===== config.mk =====
export PLATFORM = sky130hd
export DESIGN_NAME = balance_gate_ctrl
export DESIGN_NICKNAME = d
export VERILOG_FILES = /design/src/rtl/bal_pkg.sv /design/src/rtl/bal_minute_timer.sv /design/src/rtl/bal_reg_block.sv /design/src/rtl/bal_out_gate.sv /design/src/rtl/balance_gate_ctrl.sv
export SDC_FILE = /design/constraint.sdc
export NUM_CORES = 1
export LEC_CHECK = 0
export BUFFER_PORTS_ARGS = -buffer_cell sky130_fd_sc_hd__buf_2
export CAP_MARGIN = 20
export CELL_PAD_IN_SITES_DETAIL_PLACEMENT = 0
export CELL_PAD_IN_SITES_GLOBAL_PLACEMENT = 1
export CORE_MARGIN = 3
export CORE_UTILIZATION = 39
export DETAILED_ROUTE_END_ITERATION = 12
export PLACE_DENSITY_LB_ADDON = 0.05
export SLEW_MARGIN = 30
export SYNTH_ARGS = -nofsm -noshare
export SYNTH_HDL_FRONTEND = slang
export SYNTH_SLANG_ARGS = --single-unit

===== constraint.sdc =====
create_clock -name clk -period 2.8 [get_ports clk]
set_input_delay 0.28 -clock clk [delete_from_list [all_inputs] [get_ports clk]]
set_output_delay 0.28 -clock clk [all_outputs]
set_load 0.01 [all_outputs]

===== src/rtl/bal_pkg.sv =====
package bal_pkg;

  localparam int BAL_OUTPUTS   = 6;
  localparam int BAL_LIMIT_W   = 6;
  localparam int BAL_DATA_W    = 8;
  localparam int BAL_ADDR_W    = 8;
  localparam int BAL_TICKS_MIN = 60;

  // Width of a counter that holds values 0 .. n-1 (at least one bit).
  function automatic int cnt_width(input int n);
    return (n > 1) ? $clog2(n) : 1;
  endfunction

  // True when the seconds count sits on the last tick of a minute.
  function automatic logic is_last_tick(input int sec, input int per_min);
    return sec == per_min - 1;
  endfunction

  // True once elapsed minutes have reached the programmed limit.
  function automatic logic limit_reached(input int mins, input int lim);
    return mins >= lim;
  endfunction

endpackage


===== src/rtl/bal_minute_timer.sv =====
module bal_minute_timer #(
  parameter int LIM_W         = bal_pkg::BAL_LIMIT_W,
  parameter int TICKS_PER_MIN = bal_pkg::BAL_TICKS_MIN,
  parameter int SEC_W         = bal_pkg::cnt_width(TICKS_PER_MIN)
) (
  input  logic             clk,
  input  logic             rst,
  input  logic             active,
  input  logic             restart,
  input  logic             tick,
  input  logic [LIM_W-1:0] limit,
  output logic             expire,
  output logic [SEC_W-1:0] sec_cnt,
  output logic [LIM_W-1:0] min_cnt
);

  logic sec_wrap;
  logic advance;

  assign sec_wrap = bal_pkg::is_last_tick(int'(sec_cnt), TICKS_PER_MIN);
  assign expire   = active && bal_pkg::limit_reached(int'(min_cnt), int'(limit));
  assign advance  = active && !expire && tick;

  always_ff @(posedge clk) begin
    if (rst || restart) begin
      sec_cnt <= '0;
      min_cnt <= '0;
    end else if (advance) begin
      if (sec_wrap) begin
        sec_cnt <= '0;
        min_cnt <= min_cnt + 1'b1;
      end else begin
        sec_cnt <= sec_cnt + 1'b1;
      end
    end
  end

  AST_SEC_RANGE: assert property (@(posedge clk) disable iff (rst)
    int'(sec_cnt) < TICKS_PER_MIN);
  AST_RESTART_ZERO: assert property (@(posedge clk) disable iff (rst)
    restart |=> (sec_cnt == '0 && min_cnt == '0));
  AST_IDLE_FREEZE: assert property (@(posedge clk) disable iff (rst)
    (!active && !restart) |=> ($stable(sec_cnt) && $stable(min_cnt)));

endmodule


===== src/rtl/bal_reg_block.sv =====
module bal_reg_block #(
  parameter int N_OUT      = bal_pkg::BAL_OUTPUTS,
  parameter int LIM_W      = bal_pkg::BAL_LIMIT_W,
  parameter int DW         = bal_pkg::BAL_DATA_W,
  parameter int AW         = bal_pkg::BAL_ADDR_W,
  parameter int CTRL_ADDR  = 'h32,
  parameter int TIMER_ADDR = 'h33
) (
  input  logic             clk,
  input  logic             rst,
  input  logic             we,
  input  logic [AW-1:0]    addr,
  input  logic [DW-1:0]    wdata,
  input  logic             expire,
  input  logic             active,
  input  logic [N_OUT-1:0] bal_en,
  output logic [N_OUT-1:0] ctrl_q,
  output logic [LIM_W-1:0] limit_q,
  output logic             sticky_q,
  output logic             restart,
  output logic [DW-1:0]    rdata
);

  localparam int ACT_BIT = DW - 2;
  localparam int STK_BIT = DW - 1;

  logic ctrl_wr;
  logic timer_wr;
  logic timeout_evt;
  logic sticky_clr;
  wire  unused_wbits = ^wdata;

  assign ctrl_wr     = we && (addr == AW'(CTRL_ADDR));
  assign timer_wr    = we && (addr == AW'(TIMER_ADDR));
  assign restart     = ctrl_wr && (wdata[N_OUT-1:0] != '0);
  assign timeout_evt = expire && !ctrl_wr;
  assign sticky_clr  = timer_wr && wdata[STK_BIT];

  always_ff @(posedge clk) begin
    if (rst) begin
      ctrl_q <= '0;
    end else if (ctrl_wr) begin
      ctrl_q <= wdata[N_OUT-1:0];
    end else if (timeout_evt) begin
      ctrl_q <= '0;
    end
  end

  always_ff @(posedge clk) begin
    if (rst) begin
      limit_q <= '0;
    end else if (timer_wr) begin
      limit_q <= wdata[LIM_W-1:0];
    end
  end

  always_ff @(posedge clk) begin
    if (rst) begin
      sticky_q <= 1'b0;
    end else if (timeout_evt) begin
      sticky_q <= 1'b1;
    end else if (sticky_clr) begin
      sticky_q <= 1'b0;
    end
  end

  always_comb begin
    rdata = '0;
    if (addr == AW'(CTRL_ADDR)) begin
      rdata[N_OUT-1:0] = bal_en;
    end else if (addr == AW'(TIMER_ADDR)) begin
      rdata[LIM_W-1:0] = limit_q;
      rdata[ACT_BIT]   = active;
      rdata[STK_BIT]   = sticky_q;
    end
  end

  AST_TIMEOUT_CLEARS: assert property (@(posedge clk) disable iff (rst)
    timeout_evt |=> (ctrl_q == '0));
  AST_WRITE_WINS: assert property (@(posedge clk) disable iff (rst)
    ctrl_wr |=> (ctrl_q == $past(wdata[N_OUT-1:0])));
  AST_STICKY_SET: assert property (@(posedge clk) disable iff (rst)
    timeout_evt |=> sticky_q);
  AST_STICKY_KEEP: assert property (@(posedge clk) disable iff (rst)
    (sticky_q && !sticky_clr) |=> sticky_q);

endmodule


===== src/rtl/bal_out_gate.sv =====
module bal_out_gate #(
  parameter int N_OUT = bal_pkg::BAL_OUTPUTS,
  parameter int LIM_W = bal_pkg::BAL_LIMIT_W
) (
  input  logic [N_OUT-1:0] ctrl,
  input  logic [LIM_W-1:0] limit,
  output logic [N_OUT-1:0] bal_en,
  output logic             active
);

  logic limit_nz;
  assign limit_nz = |limit;

  for (genvar i = 0; i < N_OUT; i++) begin : g_gate
    assign bal_en[i] = ctrl[i] & limit_nz;
  end

  assign active = |bal_en;

endmodule


===== src/rtl/balance_gate_ctrl.sv =====
module balance_gate_ctrl #(
  parameter int N_OUT         = bal_pkg::BAL_OUTPUTS,
  parameter int LIM_W         = bal_pkg::BAL_LIMIT_W,
  parameter int DW            = bal_pkg::BAL_DATA_W,
  parameter int AW            = bal_pkg::BAL_ADDR_W,
  parameter int CTRL_ADDR     = 'h32,
  parameter int TIMER_ADDR    = 'h33,
  parameter int TICKS_PER_MIN = bal_pkg::BAL_TICKS_MIN
) (
  input  logic             clk,
  input  logic             rst,
  input  logic             reg_we,
  input  logic [AW-1:0]    reg_addr,
  input  logic [DW-1:0]    reg_wdata,
  output logic [DW-1:0]    reg_rdata,
  input  logic             sec_tick,
  output logic [N_OUT-1:0] bal_en
);

  localparam int SEC_W = bal_pkg::cnt_width(TICKS_PER_MIN);

  logic [N_OUT-1:0] ctrl_q;
  logic [LIM_W-1:0] limit_q;
  logic             sticky_q;
  logic             restart;
  logic             expire;
  logic             active;
  logic [SEC_W-1:0] sec_cnt;
  logic [LIM_W-1:0] min_cnt;

  bal_reg_block #(
    .N_OUT(N_OUT), .LIM_W(LIM_W), .DW(DW), .AW(AW),
    .CTRL_ADDR(CTRL_ADDR), .TIMER_ADDR(TIMER_ADDR)
  ) u_regs (
    .clk(clk), .rst(rst), .we(reg_we), .addr(reg_addr), .wdata(reg_wdata),
    .expire(expire), .active(active), .bal_en(bal_en),
    .ctrl_q(ctrl_q), .limit_q(limit_q), .sticky_q(sticky_q),
    .restart(restart), .rdata(reg_rdata)
  );

  bal_minute_timer #(
    .LIM_W(LIM_W), .TICKS_PER_MIN(TICKS_PER_MIN), .SEC_W(SEC_W)
  ) u_timer (
    .clk(clk), .rst(rst), .active(active), .restart(restart), .tick(sec_tick),
    .limit(limit_q), .expire(expire), .sec_cnt(sec_cnt), .min_cnt(min_cnt)
  );

  bal_out_gate #(.N_OUT(N_OUT), .LIM_W(LIM_W)) u_gate (
    .ctrl(ctrl_q), .limit(limit_q), .bal_en(bal_en), .active(active)
  );

  AST_ZERO_LIMIT_OFF: assert property (@(posedge clk) disable iff (rst)
    (limit_q == '0) |-> (bal_en == '0));
  AST_OUT_SUBSET: assert property (@(posedge clk) disable iff (rst)
    (bal_en & ~ctrl_q) == '0);
  AST_NO_EXPIRE_IDLE: assert property (@(posedge clk) disable iff (rst)
    !active |-> !expire);
  AST_STICKY_RESET: assert property (@(posedge clk)
    $fell(rst) |-> (!sticky_q && bal_en == '0 && sec_cnt == '0 && min_cnt == '0));

endmodule


==> impl_metrics.tcl, run 1 <==
set metrics [dict create \
    vias 1319 \
    synthCells 164 \
    fmax_mhz 427.8 \
    grt_max_degree 18 \
    grt_pass1_wl_um 5823 \
    gp_congestion 0.7728 \
    crit_path_start "u_regs.limit_q[2]$_SDFFE_PP0N_" \
    crit_family "compound AO/OA/AOI/OAI gates" \
    cp_data_required_time_ns 3.00 \
    antenna_found_initial 0 \
    finalSetupTns_ns 0 \
    min_to "u_regs.ctrl_q[1]$_SDFFE_PP0P_" \
    synth-edff-count 0 \
    synthArstFlopShare_pct 0 \
    die_w_um 66.69 \
    placed_area_um2 1640 \
    rows 21 \
    gr-usage-met3_pct 2.698 \
    clk_path_buf_depth 2 \
    cellLeakagePower_nw 0.7310 \
    critical_path_class "flip-flop to flip-flop" \
    grt_pass1_vias 1265 \
    cp-start-kind "flip-flop" \
    cp_num_buf_inv 2 \
    intPower_mw 0.4695 \
    status "finished, final reports clean" \
    routed_wl_um 3384 \
    rsz0062_at_grt "no" \
    port_buffers 32 \
    period_share_pct 83.48 \
    synth-seq-cells 25 \
    route.detailed.drc 0 \
    syn_area_um2 1436 \
    grt-ovfl-total 0 \
    postRouteAntennaNets 0 \
    post_drt_wl_per_cell_um 13.98 \
    worstMarginPinSlew_ns 0.5398 \
    design_area_um2 1689 \
    nFillCells 345 \
    seqPwrFrac_pct 58.6 \
    min_path_cells 2 \
    cts_made_buffers 3 \
    syn_avg_cell_area_um2 8.758 \
    drive_gt1_share_pct 21.94 \
    regArea_um2 500.5 \
    grt_usage_pct 17.14 \
    crit_slowest_cell "or4_1" \
    ctsResizeCount 0 \
    core_um2 3442 \
    holdBufCountCts 0 \
    drtIter0Drc 49 \
    ys_seq_area_share_pct 34.84 \
    critPathArrivalTime_ns 2.54 \
    pwr-share-clk_pct 36.2 \
    synth_top_flop_cell "dfxtp_1" \
    multiInputGateArea_um2 877.1 \
    worstPathCellList "inv_1 -> ha_1 -> a21o_1 -> a31oi_1 -> o211ai_1 -> buf_4 -> or4_1 -> a21oi_1" \
    cts_tree "done" \
    r2r-end "u_timer.min_cnt[5]$_SDFFE_PP0P_" \
    clock_latency_ns 0.27 \
    final_util_pct 49.07 \
    start_util_pct 41.73 \
    met2_usage_pct 31.19 \
    die_area_um2 4447 \
    areaGrowthSynthToFinish_pct 17.60 \
    fin_nets 225 \
    diodes 0 \
    syn_nets 192 \
    r2r-start "u_regs.limit_q[2]$_SDFFE_PP0N_" \
    drt_first_pass_iters 4 \
    detailed_place_hpwl_um 2742 \
    ios 34 \
    via_per_inst 5.450 \
    combPwrFrac_pct 5.2 \
    setup_violations 0 \
    slew_headroom_pct 63.68 \
    clock_skew_ns 0.005048 \
    hold_start "reg_wdata[1]" \
    busiest_layer "met2" \
    dp.cells 238 \
    instances_no_fill 242 \
    endpoint_kind "flip-flop" \
    htreeDepth 1 \
    cp_slowest_stage_delay_ns 0.50 \
    p_sw_share_pct 22.63 \
    r2r_slack_ns 0.46 \
    slew_viol_final 0 \
    cts_num_sinks 25 \
    setup_ws_ns 0.4625 \
    fin_crit_ns 2.338 \
    power.switching_mw 0.1373 \
    hold_path.class "input port to flip-flop" \
    dpl_worst_slack_ns 0.4911 \
    cts_setup_buffers 0 \
    finalHoldViolCount 0 \
    ys_warn_count 0 \
    cp_max_fo 17 \
    cts-root-buf "clkbuf_8" \
    cellPowerDensity_nw_per_um2 359.2 \
    reg2reg_depth 8 \
    path_clk_slew_ns 0.09 \
    peakVddDrop_uv 177.6 \
    max-cap-violations 0 \
    die_h_um 66.69 \
    ys_types 41 \
    use_met1_pct 20.62 \
]
-- cells by family (layout without fill, tap and decap cells) --
kind of cell | after synthesis | in the layout | share of synthesized area [%]
mux | 6 | 6 | 4.181
flops | 25 | 25 | 34.84
buf+inv | 15 | 47 | 4.094
fa+ha+maj | 8 | 8 | 6.969
compound gates | 49 | 49 | 24.74
simple gates | 61 | 61 | 25.18
-- power by group through the flow --
stage | logic (mW) | registers [mW] | clock network (mW)
final | 0.0316 | 0.356 | 0.219
after global routing | 0.0350 | 0.356 | 0.249
after CTS | 0.0321 | 0.356 | 0.229
after detailed placement | 0.0319 | 0.364 | 0
after global placement | 0.0310 | 0.364 | 0
after floorplan | 0.0119 | 0.364 | 0
-- per-stage QoR --
| step | hold WS [ns] | total power [mW] |
|---|---|---|
| after floorplan | 0.4057 | 0.3758 |
| after global placement | 0.4643 | 0.3950 |
| after detailed placement | 0.4677 | 0.3959 |
| after CTS | 0.2510 | 0.6165 |
| after global routing | 0.2574 | 0.6397 |
| final | 0.2549 | 0.6068 |
-- per-layer routing --
layer / routed length [um] / vias to the layer above / part of all wire, %
met3: 157 / 2 / 4.6
met1: 1581 / 604 / 47
li1: - / 686 / -
met5: 0 / - / 0
met4: 23 / 0 / 0.68
met2: 1621 / 27 / 48
-- worst max-delay path by stage --
| stage | end | slack (ns) | depth (start not counted) |
|---|---|---|---|
| after floorplan | u_timer.min_cnt[3]$_SDFFE_PP0P_ | 0.77 | 7 |
| after global placement | u_timer.min_cnt[3]$_SDFFE_PP0P_ | 0.55 | 8 |
| after detailed placement | u_timer.min_cnt[5]$_SDFFE_PP0P_ | 0.49 | 8 |
| after CTS | u_timer.min_cnt[5]$_SDFFE_PP0P_ | 0.46 | 8 |
| after global routing | u_timer.sec_cnt[5]$_SDFFE_PP0P_ | 0.31 | 8 |
| final | u_timer.min_cnt[5]$_SDFFE_PP0P_ | 0.46 | 8 |
-- state kept, by name, summed over array words and instances (netlist names) --
| register | flops |
|---|---|
| u_regs.ctrl_q | 6 |
| u_regs.limit_q | 6 |
| u_timer.min_cnt | 6 |
| u_timer.sec_cnt | 6 |
| u_regs.sticky_q | 1 |
-- cells in the mapped netlist, types with 5 or more instances --
cell	count	area [um2]
a21oi_1	11	55.05
a22o_1	12	105.1
and2_1	8	50.05
dfxtp_1	25	500.5
ha_1	8	100.1
inv_1	10	37.54
mux2i_1	6	60.06
nand2_1	10	37.54
nand3_1	7	35.03
nor2_1	14	52.55
o21ai_1	5	25.02
or4_1	7	52.55
-- area by class of cell --
| cell class | instances | area share, % |
|---|---|---|
| clock buffers | 3 | 2.444 |
| repair buffers | 33 | 9.926 |
| multi-input cells | 124 | 51.93 |
| clock inverters | 1 | 0.4444 |
| inverters | 10 | 2.222 |
| flip-flops and latches | 25 | 29.63 |
| well taps | 46 | 3.407 |
-- layout by cell type, fill, tap and decap left out, types with 7 or more instances in the layout --
| cell type | count |
|---|---|
| a21oi_1 | 11 |
| a22o_1 | 12 |
| and2_1 | 8 |
| buf_2 | 32 |
| dfxtp_1 | 25 |
| ha_1 | 8 |
| inv_1 | 10 |
| nand2_1 | 10 |
| nand3_1 | 7 |
| nor2_1 | 14 |
| or4_1 | 7 |
Note: power is estimated with default switching activity, not from simulation.
==> inputs of run 2 (changes only) <==
- clock period: 2.8 -> 2.2 ns (I/O delays scaled with it)
==> run 2 against run 1 <==
Clock power is 28% higher. Total power increased by 28%. Design area up 11%. Core utilization grew 5.4 points. Non-clock buffer count grew 16. Fmax is 11% higher. Flip-flop and latch count did not move. Cell count increased by 6.6%. Combinational power rose by 43%. Global-route usage is 0.72 points higher. Sequential share of layout area shrank 2.5 points.
==> impl_metrics.tcl, run 2 (synthesized netlist as in run 1, its figures left out) <==
set metrics [dict create \
    status "finished, final reports clean" \
    crit_slowest_cell "or4_1" \
    via_per_inst 5.508 \
    dpl_worst_slack_ns -0.02667 \
    routed_wl_um 3839 \
    max-cap-violations 0 \
    slew_viol_final 0 \
    worstPathCellList "ha_1 -> a21o_1 -> a21oi_2 -> o211ai_1 -> clkbuf_16 -> or4_1 -> o21ai_1" \
    clock_latency_ns 0.27 \
    finalSetupTns_ns 0 \
    route.detailed.drc 0 \
    clk_path_buf_depth 2 \
    cellLeakagePower_nw 0.8305 \
    worstMarginPinSlew_ns 0.5200 \
    setup_violations 0 \
    r2r-end "u_timer.sec_cnt[5]$_SDFFE_PP0P_" \
    clock_skew_ns 0.004635 \
    port_buffers 32 \
    grt_pass1_wl_um 6196 \
    rows 21 \
    hold_path.class "input port to flip-flop" \
    htreeDepth 1 \
    cp_max_fo 8 \
    cp-start-kind "flip-flop" \
    postRouteAntennaNets 0 \
    die_area_um2 4447 \
    core_um2 3442 \
    cts_tree "done" \
    drt_first_pass_iters 4 \
    cts-root-buf "clkbuf_8" \
    drive_gt1_share_pct 33.02 \
    cellPowerDensity_nw_per_um2 414.8 \
    die_w_um 66.69 \
    gp_congestion 0.8274 \
    grt_max_degree 18 \
    slew_headroom_pct 65.01 \
    reg2reg_depth 7 \
    cp_slowest_stage_delay_ns 0.52 \
    grt_usage_pct 17.86 \
    final_cell_mix "32 x buf_2, 19 x dfxtp_1, 15 x buf_4, 14 x nor2_1, 12 x a22o_1" \
    detailed_place_hpwl_um 2935 \
    cts_made_buffers 3 \
    die_h_um 66.69 \
    fin_nets 241 \
    min_to "u_regs.ctrl_q[1]$_SDFFE_PP0P_" \
    endpoint_kind "flip-flop" \
    fin_crit_ns 2.107 \
    period_share_pct 95.79 \
    grt_pass1_vias 1350 \
    post_drt_wl_per_cell_um 14.88 \
    critical_path_class "flip-flop to flip-flop" \
    start_util_pct 41.73 \
    min_path_cells 2 \
    path_clk_slew_ns 0.09 \
    cts_num_sinks 25 \
    diodes 0 \
    final_util_pct 54.49 \
    grt-ovfl-total 0 \
    antenna_found_initial 0 \
    r2r_slack_ns 0.09 \
    layout_commonest_cell "buf_2" \
    ios 34 \
    fmax_mhz 474.5 \
    power_mw 0.7780 \
    areaGrowthSynthToFinish_pct 30.57 \
    setup_ws_ns 0.09264 \
    hold_start "reg_wdata[1]" \
    crit_family "compound AO/OA/AOI/OAI gates" \
    timing.hold.ws_ns 0.1877 \
    cp_data_required_time_ns 2.41 \
    cp_num_buf_inv 1 \
    holdBufCountCts 0 \
    critPathArrivalTime_ns 2.31 \
    r2r-start "u_timer.min_cnt[4]$_SDFFE_PP0P_" \
    vias 1421 \
    finalHoldViolCount 0 \
    drtIter0Drc 72 \
    peakVddDrop_uv 391.0 \
]
run 2: per-stage QoR:
| step | cell area, um2 | cells |
|---|---|---|
| 2_1_floorplan | 1436 | 164 |
| 3_3_place_gp | 1728 | 248 |
| 3_5_place_dp | 1728 | 248 |
| 4_1_cts | 1789 | 252 |
| 5_1_grt | 1876 | 258 |
| 6_report | 1876 | 258 |
run 2: cell type report:
| class | count | area [um2] |
|---|---|---|
| Multi-Input combinational cell | 124 | 914.6 |
| Timing Repair Buffer | 49 | 309.0 |
| Clock inverter | 1 | 7.507 |
| Tap cell | 46 | 57.56 |
| Sequential cell | 25 | 508.0 |
| Clock buffer | 3 | 41.29 |
| Inverter | 10 | 37.54 |
| Fill cell | 338 | 1567 |
run 2: layer usage:
| metal | GRT usage [%] | wire length (um) |
|---|---|---|
| met5 | 0 | 0 |
| met4 | 5.076 | 23 |
| met3 | 3.035 | 155 |
| met2 | 31.56 | 1864 |
| met1 | 22.02 | 1795 |
run 2: repair_timing:
item                       in CTS  in global routing
gates cloned                    0                  1
setup endpoints to repair       4                 13
buffers inserted                0                  5
resized for setup               2                 12
pin swaps                       0                  8
run 2: worst max-delay path by stage:
stage | start | end | slack, ns | cells past startpoint
finish | u_timer.min_cnt[4]$_SDFFE_PP0P_ | u_timer.sec_cnt[5]$_SDFFE_PP0P_ | 0.09 | 7
global route | u_regs.limit_q[4]$_SDFFE_PP0N_ | u_timer.sec_cnt[5]$_SDFFE_PP0P_ | -0.01 | 8
CTS | u_timer.min_cnt[0]$_SDFFE_PP0P_ | u_timer.min_cnt[3]$_SDFFE_PP0P_ | 0.007 | 8
detailed placement | u_regs.limit_q[4]$_SDFFE_PP0N_ | u_timer.min_cnt[3]$_SDFFE_PP0P_ | -0.03 | 8
global placement | u_regs.limit_q[4]$_SDFFE_PP0N_ | u_timer.min_cnt[3]$_SDFFE_PP0P_ | 0.05 | 8
floorplan | u_regs.limit_q[2]$_SDFFE_PP0N_ | u_timer.min_cnt[3]$_SDFFE_PP0P_ | 0.17 | 7
run 2: where the power goes:
part           leakage [nW]  total [mW]  internal [mW]  switching, mW
clock                0.0217       0.280          0.128          0.152
sequential            0.204       0.453          0.452       0.000288
combinational         0.604      0.0451         0.0200         0.0251
==> inputs of run 3 (changes only) <==
- CORE_UTILIZATION: 39 -> 41
- SYNTH_HIERARCHICAL: default -> 1
==> run 3 against run 2 <==
Critical path depth is the same. Core utilization shrank 2.8 points. Worst setup slack gained 0.040 ns. Combinational power grew 45%. Worst hold slack gained 0.027 ns. Largest cell class unchanged.
==> impl_metrics.tcl, run 3 <==
set metrics [dict create \
    status "finished, final reports clean" \
    detailed_place_hpwl_um 3500 \
    ios 34 \
    core_um2 3826 \
    ys_seq_area_share_pct 29.35 \
    synth_top_area_share_pct 29.35 \
    cellPowerDensity_nw_per_um2 411.2 \
    final_util_pct 51.70 \
    min_path_cells 3 \
    drtIter0Drc 78 \
    die_w_um 70.50 \
    reg2reg_depth 7 \
    gp_congestion 0.8608 \
    postRouteAntennaNets 0 \
    post_drt_wl_per_cell_um 16.91 \
    drive_gt1_share_pct 30.04 \
    hold_path.class "input port to flip-flop" \
    slew_headroom_pct 70.32 \
    nFillCells 363 \
    min_to "u_regs/ctrl_q[4]$_SDFFE_PP0P_" \
    critPathArrivalTime_ns 2.27 \
    cp_data_required_time_ns 2.41 \
    start_util_pct 44.57 \
    slew_viol_final 0 \
    syn_avg_cell_area_um2 9.023 \
    antenna_found_initial 0 \
    rows 22 \
    drt_first_pass_iters 4 \
    ys_types 50 \
    die_area_um2 4970 \
    grt_max_degree 17 \
    worstMarginPinSlew_ns 0.4447 \
    clock_skew_ns 0.004056 \
    r2r-end "u_timer/min_cnt[4]$_SDFFE_PP0P_" \
    diodes 0 \
    synthTopCellsByCount "25 x dfxtp_1, 23 x a21oi_1, 14 x nand4_1" \
    fmax_mhz 483.7 \
    finalHoldViolCount 0 \
    layout_commonest_cell "buf_2" \
    cellLeakagePower_nw 0.7334 \
    synthCells 189 \
    dpl_worst_slack_ns 0.09416 \
    final_cell_mix "32 x buf_2, 23 x a21oi_1, 23 x dfxtp_1, 14 x nand4_1, 12 x o31ai_1" \
    grt_usage_pct 18.57 \
    routed_wl_um 4583 \
    hold_start "reg_wdata[4]" \
    route.detailed.drc 0 \
    synthArstFlopShare_pct 0 \
    vias 1646 \
    synth-seq-cells 25 \
    yosysMostFrequentCell "dfxtp_1" \
    syn_nets 217 \
    endpoint_kind "flip-flop" \
    cts-root-buf "clkbuf_8" \
    grt_pass1_wl_um 7534 \
    placed_area_um2 1912 \
    path_clk_slew_ns 0.10 \
    r2r_slack_ns 0.13 \
    fin_crit_ns 2.067 \
    grt-ovfl-total 0 \
    via_per_inst 6.074 \
    clock_latency_ns 0.27 \
    holdBufCountCts 0 \
    design_area_um2 1978 \
    instances_no_fill 271 \
    cts_num_sinks 25 \
    port_buffers 32 \
    setup_ws_ns 0.1328 \
    die_h_um 70.50 \
    fin_nets 252 \
    max-cap-violations 0 \
    cts_made_buffers 3 \
    setup_violations 0 \
    cp-start-kind "flip-flop" \
    cp_max_fo 7 \
    synth_top_flop_cell "dfxtp_1" \
    ys_warn_count 6 \
    htreeDepth 1 \
    synthTopCellsByArea "dfxtp_1 29%, a21oi_1 6.7%, ha_1 5.9%" \
    areaGrowthSynthToFinish_pct 15.99 \
    syn_area_um2 1705 \
    grt_pass1_vias 1603 \
    peakVddDrop_uv 209.7 \
    synth_top_cell_by_area "dfxtp_1" \
    cts_tree "done" \
    period_share_pct 93.96 \
    synth-edff-count 0 \
    critical_path_class "flip-flop to flip-flop" \
    clk_path_buf_depth 2 \
    dp.cells 266 \
    r2r-start "u_regs/limit_q[5]$_SDFFE_PP0P_" \
]
## run 3: worst max-delay path by stage
| stage | start | end | slack [ns] | depth (start not counted) |
|---|---|---|---|---|
| after floorplan | u_regs/limit_q[5]$_SDFFE_PP0P_ | u_timer/sec_cnt[5]$_SDFFE_PP0P_ | 0.29 | 7 |
| after global placement | u_regs/limit_q[5]$_SDFFE_PP0P_ | u_timer/sec_cnt[5]$_SDFFE_PP0P_ | 0.13 | 7 |
| after detailed placement | u_regs/limit_q[5]$_SDFFE_PP0P_ | u_regs/ctrl_q[1]$_SDFFE_PP0P_ | 0.09 | 9 |
| after CTS | u_regs/limit_q[5]$_SDFFE_PP0P_ | u_regs/ctrl_q[1]$_SDFFE_PP0P_ | 0.07 | 9 |
| after global routing | u_regs/limit_q[5]$_SDFFE_PP0P_ | u_regs/ctrl_q[2]$_SDFFE_PP0P_ | -0.01 | 9 |
| final | u_regs/limit_q[5]$_SDFFE_PP0P_ | u_timer/min_cnt[4]$_SDFFE_PP0P_ | 0.13 | 7 |
## run 3: repair_timing
item	4_1_cts	5_1_grt
gates resized for setup	0	4
buffers inserted	0	1
setup endpoints to repair	0	11
## run 3: area by class of cell
| cell class | instances | area (um2) | area share [%] |
|---|---|---|---|
| Clock buffer | 3 | 41.29 | 2.087 |
| Inverter | 9 | 33.78 | 1.708 |
| Timing Repair Buffer | 41 | 227.7 | 11.51 |
| Tap cell | 48 | 60.06 | 3.036 |
| Sequential cell | 25 | 503.0 | 25.43 |
| Multi-Input combinational cell | 144 | 1105 | 55.85 |
| Clock inverter | 1 | 7.507 | 0.3795 |
## run 3: power breakdown
part | internal, mW | switching [mW] | total [mW] | leakage, nW
Combinational | 0.0252 | 0.0402 | 0.0654 | 0.509
Clock | 0.129 | 0.163 | 0.291 | 0.0217
Sequential | 0.454 | 0.00273 | 0.457 | 0.202
## run 3: layer usage
layer	share of wire, %	GRT usage [%]
met1	43	21.50
met2	52	33.68
met3	4.2	3.597
met4	1.6	6.170
met5	0	0
## run 3: critical path, stage by stage (launching register included)
cell	delay (ns)
dfxtp_2	0.40
inv_1	0.06
ha_1	0.31
a21oi_2	0.18
and3_1	0.22
o211ai_2	0.17
or4_1	0.50
a21oi_1	0.16
## run 3: metrics by stage
| step | power [mW] | hold slack (ns) | TNS [ns] |
|---|---|---|---|
| 2_1_floorplan | 0.5022 | 0.2891 | 0 |
| 3_3_place_gp | 0.5284 | 0.4478 | 0 |
| 3_5_place_dp | 0.5317 | 0.4667 | 0 |
| 4_1_cts | 0.8181 | 0.2074 | 0 |
| 5_1_grt | 0.8368 | 0.2266 | -0.01744 |
| 6_report | 0.8134 | 0.2149 | 0 |
## run 3: cells by family after synthesis
| family | count (synthesis) | synth area share [%] |
|---|---|---|
| compound gates | 71 | 30.01 |
| xor+xnor | 1 | 0.5137 |
| fa+ha+maj | 8 | 5.870 |
| buf+inv | 20 | 6.309 |
| flops | 25 | 29.35 |
| mux | 2 | 1.174 |
| simple gates | 62 | 26.78 |
